==> src/rtl/rr_pkg.sv <==
package rr_pkg;
  typedef enum logic [1:0] {
    BK_CMD  = 2'd0,
    BK_ADDR = 2'd1,
    BK_DATA = 2'd2
  } bus_kind_e;

  typedef enum logic [2:0] {
    S_IDLE,
    S_ENTER,
    S_ADDR,
    S_DATA,
    S_APPLY
  } seq_state_e;

  localparam logic [7:0] CMD_ENTER = 8'h36;
  localparam logic [7:0] CMD_APPLY = 8'h16;

  function automatic logic [7:0] default_offset(input int pos);
    case (pos)
      0:       return 8'hCC;
      1:       return 8'hBF;
      2:       return 8'hAA;
      3:       return 8'hAB;
      4:       return 8'hCD;
      5:       return 8'hAD;
      6:       return 8'hAE;
      7:       return 8'hAF;
      default: return 8'h00;
    endcase
  endfunction
endpackage

==> src/rtl/rr_table.sv <==
module rr_table #(
  parameter int NREGS  = 8,
  parameter int NMODES = 8,
  parameter int MW     = 4,
  parameter int IW     = 3,
  parameter int AW     = 6
) (
  input  logic          clk,
  input  logic          rst_n,
  input  logic          wr_en,
  input  logic          wr_sel,
  input  logic [AW-1:0] wr_addr,
  input  logic [7:0]    wr_data,
  input  logic [IW-1:0] rd_idx,
  input  logic [MW-1:0] rd_mode,
  output logic [7:0]    off_out,
  output logic [7:0]    val_out
);
  localparam int DEPTH = NREGS * NMODES;

  logic [7:0]    off_q [NREGS];
  logic [7:0]    mem   [DEPTH];
  logic [AW-1:0] flat;

  // offset list: one register per position, reset to the default list
  for (genvar g = 0; g < NREGS; g++) begin : g_off
    logic off_ld;
    assign off_ld = wr_en && wr_sel && (wr_addr == AW'(g));
    always_ff @(posedge clk or negedge rst_n) begin
      if (!rst_n) begin
        off_q[g] <= rr_pkg::default_offset(g);
      end else if (off_ld) begin
        off_q[g] <= wr_data;
      end
    end
  end

  // value table storage, no reset
  always_ff @(posedge clk) begin
    if (wr_en && !wr_sel) begin
      mem[wr_addr] <= wr_data;
    end
  end

  always_comb begin
    flat    = AW'(rd_mode) * AW'(NREGS) + AW'(rd_idx);
    off_out = off_q[rd_idx];
    val_out = mem[flat];
  end
endmodule

==> src/rtl/rr_timer.sv <==
module rr_timer #(
  parameter int LIMIT = 16
) (
  input  logic clk,
  input  logic rst_n,
  input  logic run,
  output logic expired
);
  localparam int CW = $clog2(LIMIT + 1);

  logic [CW-1:0] cnt_q, cnt_n;

  always_comb begin
    cnt_n   = run ? cnt_q + CW'(1) : '0;
    expired = run && (cnt_q == CW'(LIMIT - 1));
  end

  always_ff @(posedge clk or negedge rst_n) begin
    if (!rst_n) begin
      cnt_q <= '0;
    end else begin
      cnt_q <= cnt_n;
    end
  end
endmodule

==> src/rtl/rr_seq.sv <==
module rr_seq
  import rr_pkg::*;
#(
  parameter int NREGS  = 8,
  parameter int NMODES = 8,
  parameter int MW     = 4,
  parameter int IW     = 3
) (
  input  logic          clk,
  input  logic          rst_n,
  input  logic          start,
  input  logic [MW-1:0] mode,
  input  logic          bus_ready,
  input  logic          bus_err,
  input  logic          expired,
  input  logic [7:0]    off,
  input  logic [7:0]    val,
  output logic          bus_valid,
  output logic [1:0]    bus_kind,
  output logic [7:0]    bus_byte,
  output logic [15:0]   bus_col,
  output logic [IW-1:0] rd_idx,
  output logic [MW-1:0] rd_mode,
  output logic          timer_run,
  output logic          busy,
  output logic          done,
  output logic          err
);
  localparam logic [IW-1:0] LAST = IW'(NREGS - 1);

  seq_state_e    state_q, state_n;
  logic [IW-1:0] idx_q, idx_n;
  logic [MW-1:0] mode_q;
  logic          mode_ld;
  logic          done_q, done_n;
  logic          err_q, err_n;
  logic          hs, abort;

  // bus item decode
  always_comb begin
    bus_valid = (state_q != S_IDLE);
    bus_kind  = BK_CMD;
    bus_byte  = 8'h00;
    bus_col   = 16'h0000;
    case (state_q)
      S_ENTER: bus_byte = CMD_ENTER;
      S_ADDR: begin
        bus_kind = BK_ADDR;
        bus_byte = off;
        bus_col  = {off, off};
      end
      S_DATA: begin
        bus_kind = BK_DATA;
        bus_byte = val;
      end
      S_APPLY: bus_byte = CMD_APPLY;
      default: ;
    endcase
    hs        = bus_valid && bus_ready && !bus_err;
    abort     = bus_valid && (bus_err || expired);
    timer_run = bus_valid && !bus_ready;
  end

  // next state
  always_comb begin
    state_n = state_q;
    idx_n   = idx_q;
    mode_ld = 1'b0;
    done_n  = 1'b0;
    err_n   = 1'b0;
    case (state_q)
      S_IDLE: begin
        if (start) begin
          if (32'(mode) < 32'(NMODES)) begin
            state_n = S_ENTER;
            idx_n   = '0;
            mode_ld = 1'b1;
          end else begin
            done_n = 1'b1;
            err_n  = 1'b1;
          end
        end
      end
      S_ENTER: if (hs) state_n = S_ADDR;
      S_ADDR:  if (hs) state_n = S_DATA;
      S_DATA: begin
        if (hs) begin
          if (idx_q == LAST) begin
            state_n = S_APPLY;
          end else begin
            state_n = S_ADDR;
            idx_n   = idx_q + IW'(1);
          end
        end
      end
      S_APPLY: begin
        if (hs) begin
          state_n = S_IDLE;
          done_n  = 1'b1;
        end
      end
      default: state_n = S_IDLE;
    endcase
    if (abort) begin
      state_n = S_IDLE;
      done_n  = 1'b1;
      err_n   = 1'b1;
    end
  end

  always_ff @(posedge clk or negedge rst_n) begin
    if (!rst_n) begin
      state_q <= S_IDLE;
      idx_q   <= '0;
      done_q  <= 1'b0;
      err_q   <= 1'b0;
    end else begin
      state_q <= state_n;
      idx_q   <= idx_n;
      done_q  <= done_n;
      err_q   <= err_n;
    end
  end

  always_ff @(posedge clk or negedge rst_n) begin
    if (!rst_n) begin
      mode_q <= '0;
    end else if (mode_ld) begin
      mode_q <= mode;
    end
  end

  assign rd_idx  = idx_q;
  assign rd_mode = mode_q;
  assign busy    = (state_q != S_IDLE);
  assign done    = done_q;
  assign err     = err_q;
endmodule

==> src/rtl/rr_retry_prog.sv <==
module rr_retry_prog #(
  parameter int NREGS   = 8,
  parameter int NMODES  = 8,
  parameter int MW      = 4,
  parameter int TIMEOUT = 16,
  parameter int AW      = $clog2(NREGS * NMODES)
) (
  input  logic          clk,
  input  logic          rst_n,
  input  logic          start,
  input  logic [MW-1:0] mode,
  input  logic          cfg_we,
  input  logic          cfg_sel,
  input  logic [AW-1:0] cfg_addr,
  input  logic [7:0]    cfg_wdata,
  output logic          bus_valid,
  input  logic          bus_ready,
  input  logic          bus_err,
  output logic [1:0]    bus_kind,
  output logic [7:0]    bus_byte,
  output logic [15:0]   bus_col,
  output logic          busy,
  output logic          done,
  output logic          err
);
  localparam int IW = (NREGS > 1) ? $clog2(NREGS) : 1;

  logic          rst_m_q, rst_s_q;
  logic [IW-1:0] rd_idx;
  logic [MW-1:0] rd_mode;
  logic [7:0]    off, val;
  logic          timer_run, expired;

  // reset asserts at once, releases on the clock
  always_ff @(posedge clk or negedge rst_n) begin
    if (!rst_n) begin
      rst_m_q <= 1'b0;
      rst_s_q <= 1'b0;
    end else begin
      rst_m_q <= 1'b1;
      rst_s_q <= rst_m_q;
    end
  end

  rr_table #(
    .NREGS(NREGS), .NMODES(NMODES), .MW(MW), .IW(IW), .AW(AW)
  ) u_table (
    .clk     (clk),
    .rst_n   (rst_s_q),
    .wr_en   (cfg_we),
    .wr_sel  (cfg_sel),
    .wr_addr (cfg_addr),
    .wr_data (cfg_wdata),
    .rd_idx  (rd_idx),
    .rd_mode (rd_mode),
    .off_out (off),
    .val_out (val)
  );

  rr_timer #(.LIMIT(TIMEOUT)) u_timer (
    .clk     (clk),
    .rst_n   (rst_s_q),
    .run     (timer_run),
    .expired (expired)
  );

  rr_seq #(
    .NREGS(NREGS), .NMODES(NMODES), .MW(MW), .IW(IW)
  ) u_seq (
    .clk       (clk),
    .rst_n     (rst_s_q),
    .start     (start),
    .mode      (mode),
    .bus_ready (bus_ready),
    .bus_err   (bus_err),
    .expired   (expired),
    .off       (off),
    .val       (val),
    .bus_valid (bus_valid),
    .bus_kind  (bus_kind),
    .bus_byte  (bus_byte),
    .bus_col   (bus_col),
    .rd_idx    (rd_idx),
    .rd_mode   (rd_mode),
    .timer_run (timer_run),
    .busy      (busy),
    .done      (done),
    .err       (err)
  );
endmodule

==> config.mk <==
export PLATFORM = sky130hd
export DESIGN_NAME = rr_retry_prog
export DESIGN_NICKNAME = d
export VERILOG_FILES = /design/src/rtl/rr_pkg.sv /design/src/rtl/rr_table.sv /design/src/rtl/rr_timer.sv /design/src/rtl/rr_seq.sv /design/src/rtl/rr_retry_prog.sv
export SDC_FILE = /design/constraint.sdc
export NUM_CORES = 1
export LEC_CHECK = 0
export BUFFER_PORTS_ARGS = -buffer_cell sky130_fd_sc_hd__buf_2
export CORE_UTILIZATION = 40
export DETAILED_ROUTE_END_ITERATION = 6
export PLACE_DENSITY = 0.58
export SLEW_MARGIN = 25
export SYNTH_ARGS = -nofsm -noshare
export SYNTH_HDL_FRONTEND = slang
export SYNTH_HIERARCHICAL = 1
export SYNTH_SLANG_ARGS = --single-unit
==> constraint.sdc <==
create_clock -name clk -period 4.82 [get_ports clk]
set_clock_uncertainty 0.15 [all_clocks]
set_input_delay 0.964 -clock clk [delete_from_list [all_inputs] [get_ports clk]]
set_output_delay 0.964 -clock clk [all_outputs]
set_load 0.02 [all_outputs]
* Word level (Yosys, flattened, before mapping)
Memory sizes are Yosys's and may differ from the RTL's.
Cells that the tools add are included.
** Operators by class
- Add/subtract/negate cells :: 3
- $lt $le $gt $ge :: 2
- Equal/unequal tests :: 23
- Mux-type cells :: 33
- Bitwise logic cells :: 1
- Reduce and logical (&&, ||, !) cells :: 25
** Operators with widths (number)
- $mux W3 :: 12
- $pmux W8 S4 :: 1
- $bmux W8 S3 :: 1
- $eq A6 B3 Y1 const B :: 4
- $mux W16 :: 1
- $mux W8 :: 2
- $logic_and A1 B1 Y1 :: 15
- $ne A3 B1 Y1 const B :: 5
- $pmux W3 S5 :: 1
- $eq A6 B2 Y1 const B :: 2
- $mux W1 :: 11
- $add A6 B3 Y6 :: 1
- $eq A3 B2 Y1 const B :: 2
- $eq A3 B3 Y1 const B :: 2
- $eq A6 B1 Y1 const B :: 1
- $logic_not A6 Y1 :: 1
- $pmux W3 S2 :: 1
- $reduce_and A6 Y1 :: 1
- $add A5 B1 Y5 const B :: 1
- $eq A5 B4 Y1 const B :: 1
- $mux W5 :: 1
- $reduce_and A5 Y1 :: 1
- $ge A4 B4 Y1 const B :: 1
- $lt A4 B4 Y1 const B :: 1
- 13 further kinds :: 17
** Word-level totals
- Bits in registers :: 82
- RAM bits :: 512
- Input bits :: 25
- Output and inout bits :: 30
- Word-level logic and storage cells :: 104
- Memories kept :: 1
** Memory list
- u_table.mem :: depth 64, width 8, rd ports 1, clocked after Yosys merged registers in 0, write ports 1, line rr_table.sv:22 : logic [7:0] mem [DEPTH];

* Depth between registers and ports, before layout
- Word-level depth :: 7
- Depth in mapped cells :: 12

* By module
Netlist, hierarchy kept.
** Modules (own cells, without submodules)
- rr_table :: instances 1, cells an instance 1094, area each 22935.7 sq um
- rr_seq :: instances 1, cells an instance 89, area each 843.3 sq um
- rr_timer :: instances 1, cells an instance 19, area each 231.5 sq um
- rr_retry_prog :: instances 1, cells an instance 3, area each 53.8 sq um

* Least setup slack after synthesis
OpenSTA, ideal clock, no wires.
- Kind :: register -> output
- Start :: register u_seq.idx_q[0] (netlist: u_seq/rd_idx[0])
- End :: output bus_byte[4]
- Data arrival time :: 2.755 ns
- Data required time :: 3.706 ns
- Setup slack :: 0.951 ns
- Cell stages (with the launch flop) :: 12
- Buffers on the path :: 4
- Cells stage by stage :: dfrtp_1 > buf_2 > buf_2 > buf_2 > buf_2 > mux2_2 > a221o_1 > o211ai_1 > o41ai_1 > nand2b_1 > a22oi_1 > o21ai_0
** On the way
- Elaborated cells between the ends (all ways) :: 7
- Classes of those cells :: 1 x add/sub; 4 x mux; 1 x bitwise; 1 x memory
** RTL lines
- start: declaration :: line rr_seq.sv:32 : logic [IW-1:0] idx_q, idx_n;
- start signal: assignment :: line rr_seq.sv:119 : idx_q <= idx_n;
- $add A6 B3 Y6 :: line rr_table.sv:46 : flat = AW'(rd_mode) * AW'(NREGS) + AW'(rd_idx);
- $mem_v2 Z64 W8
- via val[4] :: line rr_retry_prog.sv:31 : logic [7:0] off, val;
- $pmux W8 S4 :: line rr_seq.sv:45 : case (state_q)
- end: declaration :: line rr_retry_prog.sv:20 : output logic [7:0] bus_byte,
The timed path passes the listed nets, and every way through them passes these cells. The select of a mux whose other input is x is not followed.

* Final worst setup path
- Start :: register u_seq.idx_q[1] (netlist: u_seq/rd_idx[1])
- End :: output bus_byte[2]
Same word-level chain as after synthesis.

==> impl_metrics.toml <==
[setup_path]
cp_slowest_cell = "dfrtp_4"
arrival_ns = 3.53
cp-start-kind = "register"
rr_worst_depth = 5
cp_top_family = "compound AO/OA/AOI/OAI gates"
endpoint = "bus_byte[2]"
critPathCaptureType = "primary output"
r2r_setup_slack_ns = 2.41
r2r_end = "u_seq/rd_idx[0]"
cpPeakStageDelay_ns = 0.66
cp-startpoint = "u_seq/rd_idx[1]"
cp.depth = 10
cp_num_buf_inv = 2
critPathKind = "register to primary output"
crit_fanout = 16
worstPathRequired_ns = 3.71
timing.rr.start = "u_seq/rd_idx[2]"
cp_cell_sequence = "buf_4 -> mux4_2 -> nor2b_1 -> a2111oi_1 -> nor4_1 -> o2bb2ai_1 -> nand2b_1 -> a22oi_1 -> o21ai_0 -> buf_2"

[grt]
first_global_vias = 12130
antenna_found_initial = 0
overflow = 0
grt_pass1_wl_um = 82720
track_usage = 0.1868
grt_max_degree = 81

[cells_and_area]
diodes = 0
fin_nets = 1332
stdcell_count = 2124
area_growth_pct = 13.74
final_cell_mix = "512 x edfxtp_1, 145 x mux4_2, 87 x mux2_2, 78 x nor2_1, 61 x clkbuf_16"
layout_commonest_cell = "edfxtp_1"
nFillCells = 4971
drive_gt1_frac = 0.3649

[logic_synthesis]
yosysWarnings = 6
synthCells = 1203
synth_area_sq_um = 24030
synth_nets = 1232
syn_area_per_cell_sq_um = 19.98

[sta]
slew_headroom = 0.3430
maxSlewViolCount = 0
rsz0062_at_grt = "no"
fin_crit_ns = 4.647
finalSetupViolCount = 0
fin_crit_sh = 0.9641
fmax_ghz = 0.2152
tightest_slew_ns = 0.9819
whs_ns = 0.1765
tns_ns = 0
hold_violations = 0

[detailed_routing]
vias = 11850
wl_per_cell_um = 26.13
drc_errors = 14
ant_nets = 0
wl_um = 55490
drt_first_pass_iters = 7
detail_route.vias_per_cell = 5.580
drt-initial-drc-count = 1060

[die]
die_h_um = 247.1
ioPinCount = 55
die_area_sq_um = 61070
die_w_um = 247.1
rows = 89
core_area_sq_um = 59240
start_util = 0.4057

[clock_network]
cts_made_buffers = 59
clock_latency_ns = 0.61
cts_tree = "done"
cts.sinks = 594
clk_pin_slew_ns = 0.06
max-clock-path-buffers = 3
clockRootBuffer = "clkbuf_16"
cts.htree.levels = 2

[status]
status = "complete, but fails checks"
violations = "DRC"

[pwr]
peakVddDrop_uv = 241.5
power_per_cell_area_nw_per_um2 = 402.0
finalPower_w = 0.01099
p_leak_nw = 8.884

[flow_run]
cap_violations = 0

[placement]
port_buffers = 54
gp_congestion = 0.8630
dpl.cell_count = 2006
dp_hpwl_um = 33920

[worst_hold_path]
hold_class = "register to async pin"
==> final cells by class <==
type | count | area, sq um | area share
clock inverters | 36 | 249.0 | 0.009108
flip-flops and latches | 594 | 17490 | 0.6399
clock buffers | 73 | 1592 | 0.05822
inverters | 5 | 18.77 | 0.0006866
repair buffers | 115 | 870.8 | 0.03186
multi-input cells | 528 | 6146 | 0.2248
well taps | 773 | 967.2 | 0.03538
==> power by group <==
group	switching [W]	internal [W]	total (W)
Combinational	0.000487	0.000333	0.000820
Clock	0.00193	0.00249	0.00442
Sequential	0.0000691	0.00568	0.00575
==> flip-flops by register name, summed over array words and instances (netlist names) <==
register and cells:
rst_s_q 1, rst_m_q 1, u_seq/done 1, u_seq/err 1
u_table/off_q 64, u_table/mem 512, u_seq/rd_mode 3, u_seq/rd_idx 3
u_seq/state_q 3, u_timer/cnt_q 5
==> what timing repair did <==
action / CTS / global route
setup buffers: 7 / 0
hold buffers: 1 / 0
gates resized for setup: 0 / 2
setup endpoints to repair: 4 / 2
hold endpoints to repair: 2 / 0
==> worst min path at each step <==
stage | start | to | slack, ns
detailed placement | rst_m_q | rst_s_q | 0.19
finish | rst_s_q | u_table/off_q[40] | 0.18
floorplan | rst_m_q | rst_s_q | 0.18
global placement | rst_m_q | rst_s_q | 0.19
CTS | rst_m_q | rst_s_q | 0.21
global route | rst_m_q | rst_s_q | 0.22
==> stage by stage <==
| stage | cell area [sq um] | setup WS (ns) | util |
|---|---|---|---|
| final | 27340 | 0.1733 | 0.4614 |
| after global routing | 27340 | 0.01074 | 0.4614 |
| after CTS | 27310 | 0.08711 | 0.4611 |
| after detailed placement | 25370 | 0.4784 | 0.4283 |
| after global placement | 25370 | 0.4886 | 0.4283 |
| after floorplan | 24030 | 0.9513 | - |
==> routing by layer <==
layer / routed length [um] / global-route usage / part of all wire / vias up
met5: 0 / 0 / 0 / -
met4: 1497 / 0.06318 / 0.027 / 0
met3: 2939 / 0.02507 / 0.053 / 91
met2: 26420 / 0.2954 / 0.48 / 359
met1: 24640 / 0.2667 / 0.44 / 6314
li1: - / - / - / 5087
Power figures use the tool's default switching activity.
